File: config.mk
export PLATFORM = sky130hd
export DESIGN_NAME = exc_ctrl
export DESIGN_NICKNAME = d
export VERILOG_FILES = /design/src/rtl/exc_pkg.sv /design/src/rtl/exc_arbiter.sv /design/src/rtl/exc_vector.sv /design/src/rtl/exc_record.sv /design/src/rtl/exc_ctrl.sv
export SDC_FILE = /design/constraint.sdc
export NUM_CORES = 1
export LEC_CHECK = 0
export ABC_AREA = 1
export BUFFER_PORTS_ARGS = -buffer_cell sky130_fd_sc_hd__buf_2
export CAP_MARGIN = 15
export CORE_ASPECT_RATIO = 0.9
export CORE_UTILIZATION = 45
export CTS_BUF_LIST = sky130_fd_sc_hd__clkbuf_16
export DETAILED_ROUTE_END_ITERATION = 10
export PLACE_DENSITY = 0.81
export SYNTH_ARGS = -nofsm -noshare
export SYNTH_HDL_FRONTEND = slang
export SYNTH_HIERARCHICAL = 1
export SYNTH_SLANG_ARGS = --single-unit
export TNS_END_PERCENT = 100
File: constraint.sdc
create_clock -name clk -period 1.7 [get_ports clk]
set_input_delay 0.17 -clock clk [delete_from_list [all_inputs] [get_ports clk]]
set_output_delay 0.17 -clock clk [all_outputs]
set_load 0.005 [all_outputs]
File: src/rtl/exc_pkg.sv
package exc_pkg;
  // One-bit fault code; the value orders the vector slots.
  typedef enum logic [0:0] {
    CAUSE_UNDEF = 1'b0,
    CAUSE_OVF   = 1'b1
  } cause_e;
endpackage

File: src/rtl/exc_arbiter.sv
module exc_arbiter
  import exc_pkg::*;
#(
  parameter int PC_W    = 32,
  parameter int N_FLUSH = 3,
  localparam int REACH_W = $clog2(N_FLUSH)
) (
  input  logic               id_hit,
  input  logic [PC_W-1:0]    id_pc,
  input  logic               ex_hit,
  input  logic [PC_W-1:0]    ex_pc,
  output logic               take,
  output cause_e             win_cause,
  output logic [PC_W-1:0]    win_pc,
  output logic [REACH_W-1:0] win_reach
);
  // Highest pipeline-register index cleared for each source.
  localparam logic [REACH_W-1:0] ID_REACH = REACH_W'(N_FLUSH - 2);
  localparam logic [REACH_W-1:0] EX_REACH = REACH_W'(N_FLUSH - 1);

  always_comb begin
    take      = id_hit | ex_hit;
    win_cause = CAUSE_UNDEF;
    win_pc    = id_pc;
    win_reach = ID_REACH;
    if (ex_hit) begin
      // Execute holds the older instruction.
      win_cause = CAUSE_OVF;
      win_pc    = ex_pc;
      win_reach = EX_REACH;
    end
  end
endmodule

File: src/rtl/exc_vector.sv
module exc_vector
  import exc_pkg::*;
#(
  parameter int              PC_W        = 32,
  parameter logic [PC_W-1:0] FIXED_ENTRY = 32'h8000_0180,
  parameter logic [PC_W-1:0] VEC_BASE    = 32'hC000_0000,
  parameter logic [PC_W-1:0] VEC_STRIDE  = 32'h0000_0020
) (
  input  logic            take,
  input  logic            vec_mode,
  input  cause_e          cause_in,
  output logic [PC_W-1:0] target
);
  function automatic logic [PC_W-1:0] entry_of(input logic vm, input cause_e c);
    logic [PC_W-1:0] slot;
    slot = PC_W'(c) * VEC_STRIDE;
    return vm ? (VEC_BASE + slot) : FIXED_ENTRY;
  endfunction

  assign target = take ? entry_of(vec_mode, cause_in) : '0;
endmodule

File: src/rtl/exc_record.sv
module exc_record
  import exc_pkg::*;
#(
  parameter int PC_W       = 32,
  parameter int INSN_BYTES = 4
) (
  input  logic            clk,
  input  logic            rst_n,
  input  logic            take,
  input  cause_e          cause_in,
  input  logic [PC_W-1:0] pc_in,
  output logic [PC_W-1:0] epc_q,
  output cause_e          cause_q
);
  function automatic logic [PC_W-1:0] return_addr(input logic [PC_W-1:0] pc);
    return pc + PC_W'(INSN_BYTES);
  endfunction

  always_ff @(posedge clk or negedge rst_n) begin
    if (!rst_n) begin
      epc_q   <= '0;
      cause_q <= CAUSE_UNDEF;
    end else if (take) begin
      epc_q   <= return_addr(pc_in);
      cause_q <= cause_in;
    end
  end
endmodule

File: src/rtl/exc_ctrl.sv
module exc_ctrl
  import exc_pkg::*;
#(
  parameter int              PC_W        = 32,
  parameter int              N_FLUSH     = 3,
  parameter int              INSN_BYTES  = 4,
  parameter logic [PC_W-1:0] FIXED_ENTRY = 32'h8000_0180,
  parameter logic [PC_W-1:0] VEC_BASE    = 32'hC000_0000,
  parameter logic [PC_W-1:0] VEC_STRIDE  = 32'h0000_0020
) (
  input  logic               clk,
  input  logic               rst_n,
  input  logic               vec_mode,
  input  logic               id_valid,
  input  logic               id_undef,
  input  logic [PC_W-1:0]    id_pc,
  input  logic               ex_valid,
  input  logic               ex_ovf,
  input  logic [PC_W-1:0]    ex_pc,
  output logic               redirect,
  output logic [PC_W-1:0]    redirect_pc,
  output logic [N_FLUSH-1:0] flush_regs,
  output logic [PC_W-1:0]    epc,
  output logic               cause
);
  localparam int REACH_W = $clog2(N_FLUSH);

  // Named internal events, visible to the bound checker.
  logic               id_hit_w, ex_hit_w, take_w;
  cause_e             win_cause_w, cause_q_w;
  logic [PC_W-1:0]    win_pc_w;
  logic [REACH_W-1:0] win_reach_w;

  assign id_hit_w = id_valid & id_undef;
  assign ex_hit_w = ex_valid & ex_ovf;

  exc_arbiter #(.PC_W(PC_W), .N_FLUSH(N_FLUSH)) u_arb (
    .id_hit    (id_hit_w),
    .id_pc     (id_pc),
    .ex_hit    (ex_hit_w),
    .ex_pc     (ex_pc),
    .take      (take_w),
    .win_cause (win_cause_w),
    .win_pc    (win_pc_w),
    .win_reach (win_reach_w)
  );

  exc_vector #(
    .PC_W(PC_W), .FIXED_ENTRY(FIXED_ENTRY),
    .VEC_BASE(VEC_BASE), .VEC_STRIDE(VEC_STRIDE)
  ) u_vec (
    .take     (take_w),
    .vec_mode (vec_mode),
    .cause_in (win_cause_w),
    .target   (redirect_pc)
  );

  exc_record #(.PC_W(PC_W), .INSN_BYTES(INSN_BYTES)) u_rec (
    .clk      (clk),
    .rst_n    (rst_n),
    .take     (take_w),
    .cause_in (win_cause_w),
    .pc_in    (win_pc_w),
    .epc_q    (epc),
    .cause_q  (cause_q_w)
  );

  // Clear every pipeline register from fetch/decode up to the winner's reach.
  for (genvar k = 0; k < N_FLUSH; k++) begin : g_flush
    assign flush_regs[k] = take_w && (REACH_W'(k) <= win_reach_w);
  end

  assign redirect = take_w;
  assign cause    = cause_q_w;
endmodule

# Word-level counts from Yosys, hierarchy flattened
# Cells that the tools add are included.
# Widths: inputs -> output; s select.
# classes
addsub	2
n_mul	0
div_mod_pow	0
order_cmp	3
n_eq_ne	0
n_shift	0
muxes	5
bitwise_logic	3
reduce_logical	3
# ops
op	count
$mux 32	3
$add 31x7->32 const A	1
$add 32x3->32 const B	1
$le 1x2->1 const A	2
$logic_and 1x1->1	3
$and 1x1->1	2
$le 2x2->1 const A	1
$mux 2	1
$mux 1	1
$or 1x1->1	1
# word_totals
regBits	33
latch_bits	0
mem_bits_rw	0
romBits	0
output_inout_bits	69
wordCells	18
n_memories	0

# Depth between registers and ports, before layout
# Gate-level depths: netlist of run 1.
# depth
word_depth	5
depth_mapped	16
depth_no_buf	14

# Modules after synthesis
# Netlist of run 1, hierarchy kept.
# by_module_without_submodules
mod	instances	cells_each	area_per_inst_um2	seq_area_each_um2
exc_record	1	306	2107.0	825.8
exc_arbiter	1	107	519.2	0.0
exc_vector	1	36	246.5	0.0
exc_ctrl	1	9	37.5	0.0

# Least setup slack after synthesis of run 1
# OpenSTA, ideal clock, no wires.
# synth_timing
kind	input port to flip-flop
start	input ex_valid
end	register u_rec.epc_q[14]
arrival_time_ns	1.611
path_slack_ns	-0.028
stages	15
n_path_buf	2
cell_sequence	nand2_1 -> inv_1 -> buf_6 -> inv_8 -> buf_12 -> nand2_2 -> nand2_1 -> ha_1 -> nand2_2 -> nor2_4 -> nand2_4 -> nor2_4 -> or2_2 -> nand3_1 -> nand2_1
# synth_between
elab_chain_len	3
# synth_rtl
item	line	source
from (decl)	exc_ctrl.sv:17	input logic ex_valid,
$and 1x1->1	exc_ctrl.sv:35	assign ex_hit_w = ex_valid & ex_ovf;
via ex_hit_w	exc_ctrl.sv:29	logic id_hit_w, ex_hit_w, take_w;
$mux 32	exc_arbiter.sv:26	if (ex_hit) begin
via win_pc_w[2]	exc_ctrl.sv:31	logic [PC_W-1:0] win_pc_w;
$add 32x3->32	exc_record.sv:16	return pc + PC_W'(INSN_BYTES);
to (signal assigned)	exc_record.sv:24	epc_q <= return_addr(pc_in);
to (decl)	exc_record.sv:12	output logic [PC_W-1:0] epc_q,
# The timed path passes the listed nets, and every way through them passes these cells.
# A chain may end at the register's enable or synchronous reset.

# Final worst setup path of run 1
# layout_timing
start	input ex_valid
end	register u_rec.epc_q[25]
# The elaborated chain is that of the path after synthesis.

==> results.toml, run 1 <==
[timing]
whs_ns = 0.2198
hold_viol = 0
rsz0062_at_grt = "false"
relSlewSlack_pct = 48.75
final-max-slew-violation-count = 0
setup_viol = 0
timing.final.ws_setup_ns = 0.1396
skew_ns = 0
min_period_over_period_pct = 91.79
fin_crit_ns = 1.560
worstMarginPinSlew_ns = 0.7688
fmax_ghz = 0.6409

[worst_setup_path]
crit_chain = "buf_2 > nand2_1 > inv_2 > buf_12 > buf_4 > nand2_1 > nand2_1 > nand2_1 > nor2_2 > nand2_1 > nor2_4 > nand3_1 > nand3_1 > nand2_1"
path_class = "input port to flip-flop"
r2r_cells = 2
critPathBufInv = 4
critPathLaunchType = "input port"
cp_common_cell = "nand2_1"
critical_path_arrival_ns = 1.72
cp.required_ns = 1.86
cp_top_family = "simple AND/OR/NAND/NOR gates"
cp.depth = 14
worstSetupEndpointType = "flip-flop"
cp_slowest_stage_delay_ns = 0.16
cp_max_fo = 7
cp_slowest_cell = "nor2_4"

[die]
rows = 27
die_y_um = 78.29
die_area_um2 = 6793
chipWidth_um = 86.77
core_area_um2 = 6182
start_util_pct = 47.08
ioPinCount = 140

[global_routing]
first_global_vias = 2993
met2_usage_pct = 44.29
grt_use_met1_pct = 29.69
grt_overflow = 0
track_usage_pct = 24.34
met3_usage_pct = 3.260
grt_pass1_wl_um = 12990
top_usage_layer = "met2"
antenna_found_initial = 0
grt_max_degree = 34

[synthesis]
synth_edf_count = 0
ys_types = 28
yosysWarnings = 6
seq_area_frac_synth_pct = 28.37
synth_cells = 458
synth-seq-cells = 33
async_flop_share_pct = 100.0
syn_avg_cell_area_um2 = 6.354
syn_area_um2 = 2910
ys.flop_type = "dfrtp_1"

[cts]
cts_buffer_depth = 2
cts.sink_count = 33
cts_tree = "yes"
clk_latency_ns = 0.28
numCtsBuffers = 5
clk_pin_slew_ns = 0.06
root_buffer = "clkbuf_16"
htree_levels = 2

[layout]
stdcell_count = 699
final_core_util_pct = 64.20
drive_gt1_share_pct = 37.75
syn2layout_area_growth_pct = 36.37
mostFrequentLayoutCells = "nand2_1, buf_2, buf_4"
fin_nets = 683
diodes = 0
stdcell_area_um2 = 3969
final_common_cell = "nand2_1"
fill_cells = 561

[routing]
wl_per_cell_um = 11.47
drt_iter0_markers = 171
wl_um = 8021
ant_nets = 0
post-route-drc-count = 0
vias = 3200
vias_per_cell = 4.578
drt_pass1_iterations = 4

[power_and_ir_drop]
power-per-cell-area_nw_per_um2 = 666.4
peakVddDrop_v = 0.0003616
p_leak_uw = 0.002317

[placement]
place_congestion = 0.9967
placedInstanceArea_um2 = 3726
dp_slack_ns = -0.2255
io_buffers = 112
place_hpwl_um = 6604
dpl.cell_count = 688

[flow_run]
cap_violations = 0

[worst_hold_path]
hold_path_class = "input port to flip-flop"
whs_path_depth = 5

[status]
status = "completed"
## cell type report
class,instances,area (um2),area share (%)
Clock inverter,3,13.76,0.3468
Inverter,31,142.6,3.594
Clock buffer,5,125.1,3.153
Sequential cell,33,825.8,20.81
Timing Repair Buffer,166,1011,25.47
Multi-Input combinational cell,374,1742,43.88
Tap cell,87,108.9,2.743
## stage by stage
step	total power (uW)	setup TNS (ns)
floorplan	1425	0
global placement	1767	-2.126
detailed placement	1786	-3.217
CTS	2645	0
global route	2817	0
finish	2645	0
## Yosys cell counts (2+ instances only)
cell type	instances	area, um2
buf_12	2	40.04
nand3_1	33	165.2
buf_6	3	33.78
o21ai_0	9	45.04
xor2_1	4	35.03
o21bai_1	3	22.52
or2_2	3	18.77
nor2_8	2	40.04
inv_1	29	108.9
nand2_1	218	818.3
buf_4	35	262.8
clkbuf_1	4	15.01
nor2_4	8	90.09
nor2_1	30	112.6
and2_1	2	12.51
nand2_2	24	150.1
buf_2	2	10.01
nand2_4	2	22.52
nor2_2	4	25.02
dfrtp_1	33	825.8
## flip-flops by register name (all words and copies together) (netlist names)
| signal | flops |
|---|---|
| u_rec/epc_q | 32 |
| u_rec/cause_q | 1 |
## logic make-up after synthesis
kind of cell               synth area share, %
adders and majority gates               0.4299
buffers and inverters                    16.68
AOI/OAI and AO/OA                        2.665
other                                   0.1289
xor gates and xnor gates                 1.505
DFF                                      28.37
and+or+nand+nor                          50.21
## tightest hold or removal path, delay by kind of cell
family | cells | cell delay (ns)
buffers and inverters | 1 | 0.07
and+or+nand+nor | 4 | 0.21
## metal layers
metal	up-vias	routed length, um
li1	1636	-
met1	1414	3381
met2	139	4028
met3	11	486
met4	0	125
met5	-	0
## final timing paths
| check | startpoint | end | slack, ns |
|---|---|---|---|
| worst max-delay path | ex_valid | u_rec/epc_q[25] | 0.14 |
| worst min-delay path | ex_pc[1] | u_rec/epc_q[1] | 0.22 |
| worst max register to register | u_rec/epc_q[14] | u_rec/epc_q[14] | 1.03 |
| worst min register to register | u_rec/epc_q[15] | u_rec/epc_q[15] | 0.47 |
| max in group asynchronous | rst_n | u_rec/epc_q[21] | 0.70 |
| min in group asynchronous | rst_n | u_rec/epc_q[9] | 0.51 |
## power breakdown
part / leakage, uW / switching, uW / internal, uW / total [uW]
clock: 0.0000748 / 317 / 531 / 848
sequential: 0.000408 / 60.1 / 899 / 959
combinational: 0.00183 / 451 / 387 / 838
## timing repair
item | in CTS | in global routing
hold buffers | 1 | 0
setup endpoints to repair | 0 | 14
buffers inserted | 0 | 1
resized for setup | 0 | 18
endpoints found under the hold margin | 7 | 0
Note: power is estimated with default switching activity, not from simulation.
==> run 2: changes to the inputs <==
==> constraint.sdc (replaced) <==
create_clock -name clk -period 1.7 [get_ports clk]
set_input_delay 0.34 -clock clk [delete_from_list [all_inputs] [get_ports clk]]
set_output_delay 0.34 -clock clk [all_outputs]
set_load 0.005 [all_outputs]
==> results.toml, run 2 (synthesized netlist as in run 1, its figures left out) <==
[cts]
cts.sink_count = 33
htree_levels = 2
clk_latency_ns = 0.27
numCtsBuffers = 5
clk_pin_slew_ns = 0.05
root_buffer = "clkbuf_16"
cts_tree = "yes"
cts_buffer_depth = 2

[die]
chipWidth_um = 86.77
die_y_um = 78.29
start_util_pct = 47.08
ioPinCount = 140
rows = 27
core_area_um2 = 6182
die_area_um2 = 6793

[placement]
dpl.cell_count = 692
place_hpwl_um = 6810
place_congestion = 0.9253
io_buffers = 112

[timing]
hold_viol = 0
min_period_over_period_pct = 96.26
skew_ns = 0
fin_crit_ns = 1.636
fmax_ghz = 0.6111
rsz0062_at_grt = "true"
final-max-slew-violation-count = 0
setup_viol = 0
setup_tns_ns = 0

[worst_setup_path]
worstSetupEndpointType = "flip-flop"
critical_path_arrival_ns = 1.85
cp.required_ns = 1.91
cp_max_fo = 15
critPathLaunchType = "input port"
path_class = "input port to flip-flop"
worstSetupStartpoint = "ex_valid"
worstReg2RegStart = "u_rec/epc_q[31]"

[layout]
fin_nets = 688
seqCellArea_um2 = 825.8
final_core_util_pct = 65.70
syn2layout_area_growth_pct = 39.55
drive_gt1_share_pct = 40.19
fill_cells = 568
multi_input_area_um2 = 1814
final_common_cell = "nand2_1"
largest_reg_flops = 32
reg_top3 = "u_rec/epc_q x32, u_rec/cause_q x1"
diodes = 0
stdcell_count = 704
largest_register = "u_rec/epc_q"
mostFrequentLayoutCells = "nand2_1, buf_2, buf_4"

[global_routing]
antenna_found_initial = 0
grt_pass1_wl_um = 13880
grt_overflow = 0
first_global_vias = 3106
grt_max_degree = 34
track_usage_pct = 26.18

[flow_run]
cap_violations = 0

[routing]
vias_per_cell = 4.648
ant_nets = 0
vias = 3272
post-route-drc-count = 0
drt_pass1_iterations = 5
wl_um = 8653
wl_per_cell_um = 12.29
drt_iter0_markers = 203

[status]
status = "completed"

[power_and_ir_drop]
peakVddDrop_v = 0.0005428
p_leak_uw = 0.002360
power-per-cell-area_nw_per_um2 = 660.9

[worst_hold_path]
hold_path_class = "input port to asynchronous set/reset pin"
## run 2: worst paths after layout
kind	endpoint	slack, ns	depth (start not counted)
worst max-delay path	u_rec/epc_q[20]	0.06	15
max in group asynchronous	u_rec/epc_q[9]	1.30	2
min in group clk	u_rec/epc_q[0]	0.38	5
worst max register to register	u_rec/epc_q[31]	1.04	2
worst min register to register	u_rec/epc_q[1]	0.47	2
worst min-delay path	u_rec/epc_q[13]	0.09	2
## run 2: per-layer routing
| layer | vias up | global-route usage, % | wire length [um] |
|---|---|---|---|
| met4 | 0 | 9.833 | 138 |
| li1 | 1645 | - | - |
| met1 | 1454 | 32.54 | 3691 |
| met2 | 160 | 45.40 | 4252 |
| met5 | - | 0 | 0 |
| met3 | 13 | 4.206 | 571 |
## run 2: cell type report
cell class / count / share of cell area (%)
Multi-Input combinational cell: 374 / 44.67
Timing Repair Buffer: 170 / 25.32
Sequential cell: 33 / 20.33
Inverter: 31 / 3.358
Clock buffer: 5 / 3.081
Tap cell: 87 / 2.680
Clock inverter: 3 / 0.3389
Timing Repair inverter: 1 / 0.2156
## run 2: report_power, final
group	internal (uW)	total [uW]	leakage, uW	switching (uW)
combinational	401	875	0.00188	473
clock	531	850	0.0000748	319
sequential	899	960	0.000408	60.9
## run 2: worst max-delay path, stage by stage
cell and delay, ns:
buf_2 0.10, nand2_4 0.06, inv_8 0.10, buf_12 0.14
nand2_1 0.09, nand2_4 0.09, ha_4 0.15, nand2_4 0.06
nor2_4 0.11, nand2_4 0.13, nor2_4 0.17, nand2_1 0.07
nand2_1 0.07, nand3_1 0.08, nand2_1 0.08
## run 2: repair_timing
| action | 4_1_cts | 5_1_grt |
|---|---|---|
| resized for setup | 4 | 23 |
| setup endpoints to repair | 16 | 23 |
| pin swaps | 2 | 4 |
| buffers inserted | 0 | 3 |
| hold buffers | 0 | 0 |
| gates cloned | 0 | 1 |
## run 2: metrics by stage
step                      instance area (um2)  worst slack, ns  hold WS [ns]  power, uW
after detailed placement                 3814          -0.3609        0.3954       1814
after global placement                   3814          -0.2424        0.3885       1793
final                                    4061          0.06359       0.09198       2684
after CTS                                3966         0.001427        0.1063       2663
after global routing                     4061         -0.04494        0.1403       2826
after floorplan                          3080         -0.07769       0.04441       1441
==> run 3: changes to the inputs <==
--- a/config.mk
+++ b/config.mk
@@ -10,7 +10,6 @@
 export CAP_MARGIN = 15
 export CORE_ASPECT_RATIO = 0.9
 export CORE_UTILIZATION = 45
-export CTS_BUF_LIST = sky130_fd_sc_hd__clkbuf_16
 export DETAILED_ROUTE_END_ITERATION = 10
 export PLACE_DENSITY = 0.81
 export SYNTH_ARGS = -nofsm -noshare
==> results.toml, run 3 (synthesized netlist as in run 1, its figures left out) <==
[worst_setup_path]
cp.required_ns = 1.36
worstReg2RegStart = "u_rec/epc_q[31]"
critPathLaunchType = "input port"
r2r_cells = 2
critPathBufInv = 5
path_class = "input port to primary output"
ff2ff_setup_slack_ns = 1.03
cp_top_family = "simple AND/OR/NAND/NOR gates"
cp.depth = 8
r2r-end = "u_rec/epc_q[31]"
worstSetupEndpointType = "primary output"
cp_slowest_stage_delay_ns = 0.29
crit_chain = "buf_2 > nand2_4 > inv_8 > buf_8 > or2_4 > nand2_1 > inv_1 > buf_2"
cp_max_fo = 16
critical_path_arrival_ns = 1.30
cp_slowest_cell = "or2_4"
cp_common_cell = "buf_2"

[routing]
vias = 3263
post-route-drc-count = 0
vias_per_cell = 4.648
ant_nets = 0
wl_um = 8483
wl_per_cell_um = 12.08
drt_pass1_iterations = 4
drt_iter0_markers = 194

[power_and_ir_drop]
power-per-cell-area_nw_per_um2 = 602.6
peakVddDrop_v = 0.0002988
p_leak_uw = 0.002328

[die]
start_util_pct = 47.08
core_area_um2 = 6182
chipWidth_um = 86.77
die_y_um = 78.29
rows = 27
die_area_um2 = 6793
ioPinCount = 140

[placement]
place_hpwl_um = 6810
place_congestion = 0.9253
io_buffers = 112
dp_slack_ns = -0.3609
dpl.cell_count = 692

[cts]
hold_buffers = 0
clk_pin_slew_ns = 0.07
htree_levels = 2
root_buffer = "clkbuf_8"
clk_latency_ns = 0.28
cts_buffer_depth = 2
numCtsBuffers = 5
cts.sink_count = 33
cts_tree = "yes"

[layout]
fill_cells = 582
drive_gt1_share_pct = 38.70
multi_input_area_um2 = 1794
stdcell_count = 702
largest_reg_flops = 32
fin_nets = 686
reg_top3 = "u_rec/epc_q x32, u_rec/cause_q x1"
final_common_cell = "nand2_1"
seqCellArea_um2 = 825.8
syn2layout_area_growth_pct = 36.97
largest_register = "u_rec/epc_q"
diodes = 0
mostFrequentLayoutCells = "nand2_1, buf_2, buf_4"

[global_routing]
antenna_found_initial = 0
grt_max_degree = 34
first_global_vias = 3110
grt_overflow = 0
grt_pass1_wl_um = 13790
track_usage_pct = 26.14

[timing]
hold_viol = 0
timing.final.ws_setup_ns = 0.05941
rsz0062_at_grt = "true"
final-max-slew-violation-count = 0
skew_ns = 0
fin_crit_ns = 1.641
fmax_ghz = 0.6095
min_period_over_period_pct = 96.51
setup_viol = 0

[worst_hold_path]
hold_path_class = "input port to asynchronous set/reset pin"

[status]
status = "completed"

[flow_run]
cap_violations = 0
## run 3: cell types whose count changed in the layout (fill, tap and decap cells not counted), sizes merged
| cell | delta |
|---|---|
| buf | -2 |
| inv | -2 |
| clkbuf | +2 |
## run 3: metrics by stage
step | util (%) | hold slack (ns) | TNS, ns | area (um2) | power [uW]
floorplan | - | 0.04441 | -0.4182 | 3080 | 1441
global placement | 61.69 | 0.3885 | -4.635 | 3814 | 1793
detailed placement | 61.69 | 0.3954 | -6.591 | 3814 | 1814
CTS | 63.19 | 0.08372 | 0 | 3906 | 2392
global route | 64.48 | 0.1107 | -0.05780 | 3986 | 2553
finish | 64.48 | 0.07817 | 0 | 3986 | 2402
## run 3: where the power goes
part           total, uW  internal (uW)  leakage [uW]  switching, uW
logic                871            403       0.00187            468
registers            958            897      0.000408           60.9
clock network        573            284     0.0000450            290
total               2400           1580       0.00233            819
## run 3: area by class of cell
cell class / instances / area share, %
Clock buffer: 6 / 1.820
Multi-Input combinational cell: 374 / 45.01
Inverter: 31 / 3.421
Clock inverter: 2 / 0.2511
Sequential cell: 33 / 20.72
Tap cell: 87 / 2.731
Timing Repair Buffer: 169 / 26.05
## run 3: worst max-delay path by stage
stage          startpoint              end  slack (ns)
2_1_floorplan    ex_valid  u_rec/epc_q[20]       -0.08
3_3_place_gp     ex_valid  u_rec/epc_q[15]       -0.24
3_5_place_dp     ex_valid  u_rec/epc_q[20]       -0.36
4_1_cts          ex_valid  u_rec/epc_q[31]       0.002
5_1_grt          ex_valid  u_rec/epc_q[28]       -0.03
6_report         ex_valid  redirect_pc[30]        0.06
## run 3: what timing repair did
action	in CTS	in global routing
buffers inserted	0	1
setup endpoints to repair	12	25
pin swaps	1	3
resized for setup	3	16
cloned	0	1
## run 3: routing by layer
layer | vias to the layer above | part of all wire (%) | global-route usage, % | wire length (um)
li1 | 1647 | - | - | -
met1 | 1439 | 41 | 31.95 | 3502
met2 | 161 | 48 | 45.24 | 4071
met3 | 16 | 8.5 | 4.627 | 721
met4 | 0 | 2.2 | 10.67 | 187
met5 | - | 0 | 0 | 0
## run 3: worst reg2reg max path, cell delays in order (launching register included)
cell     delay [ns]
dfrtp_1        0.42
nand2_1        0.09
nand2_1        0.06
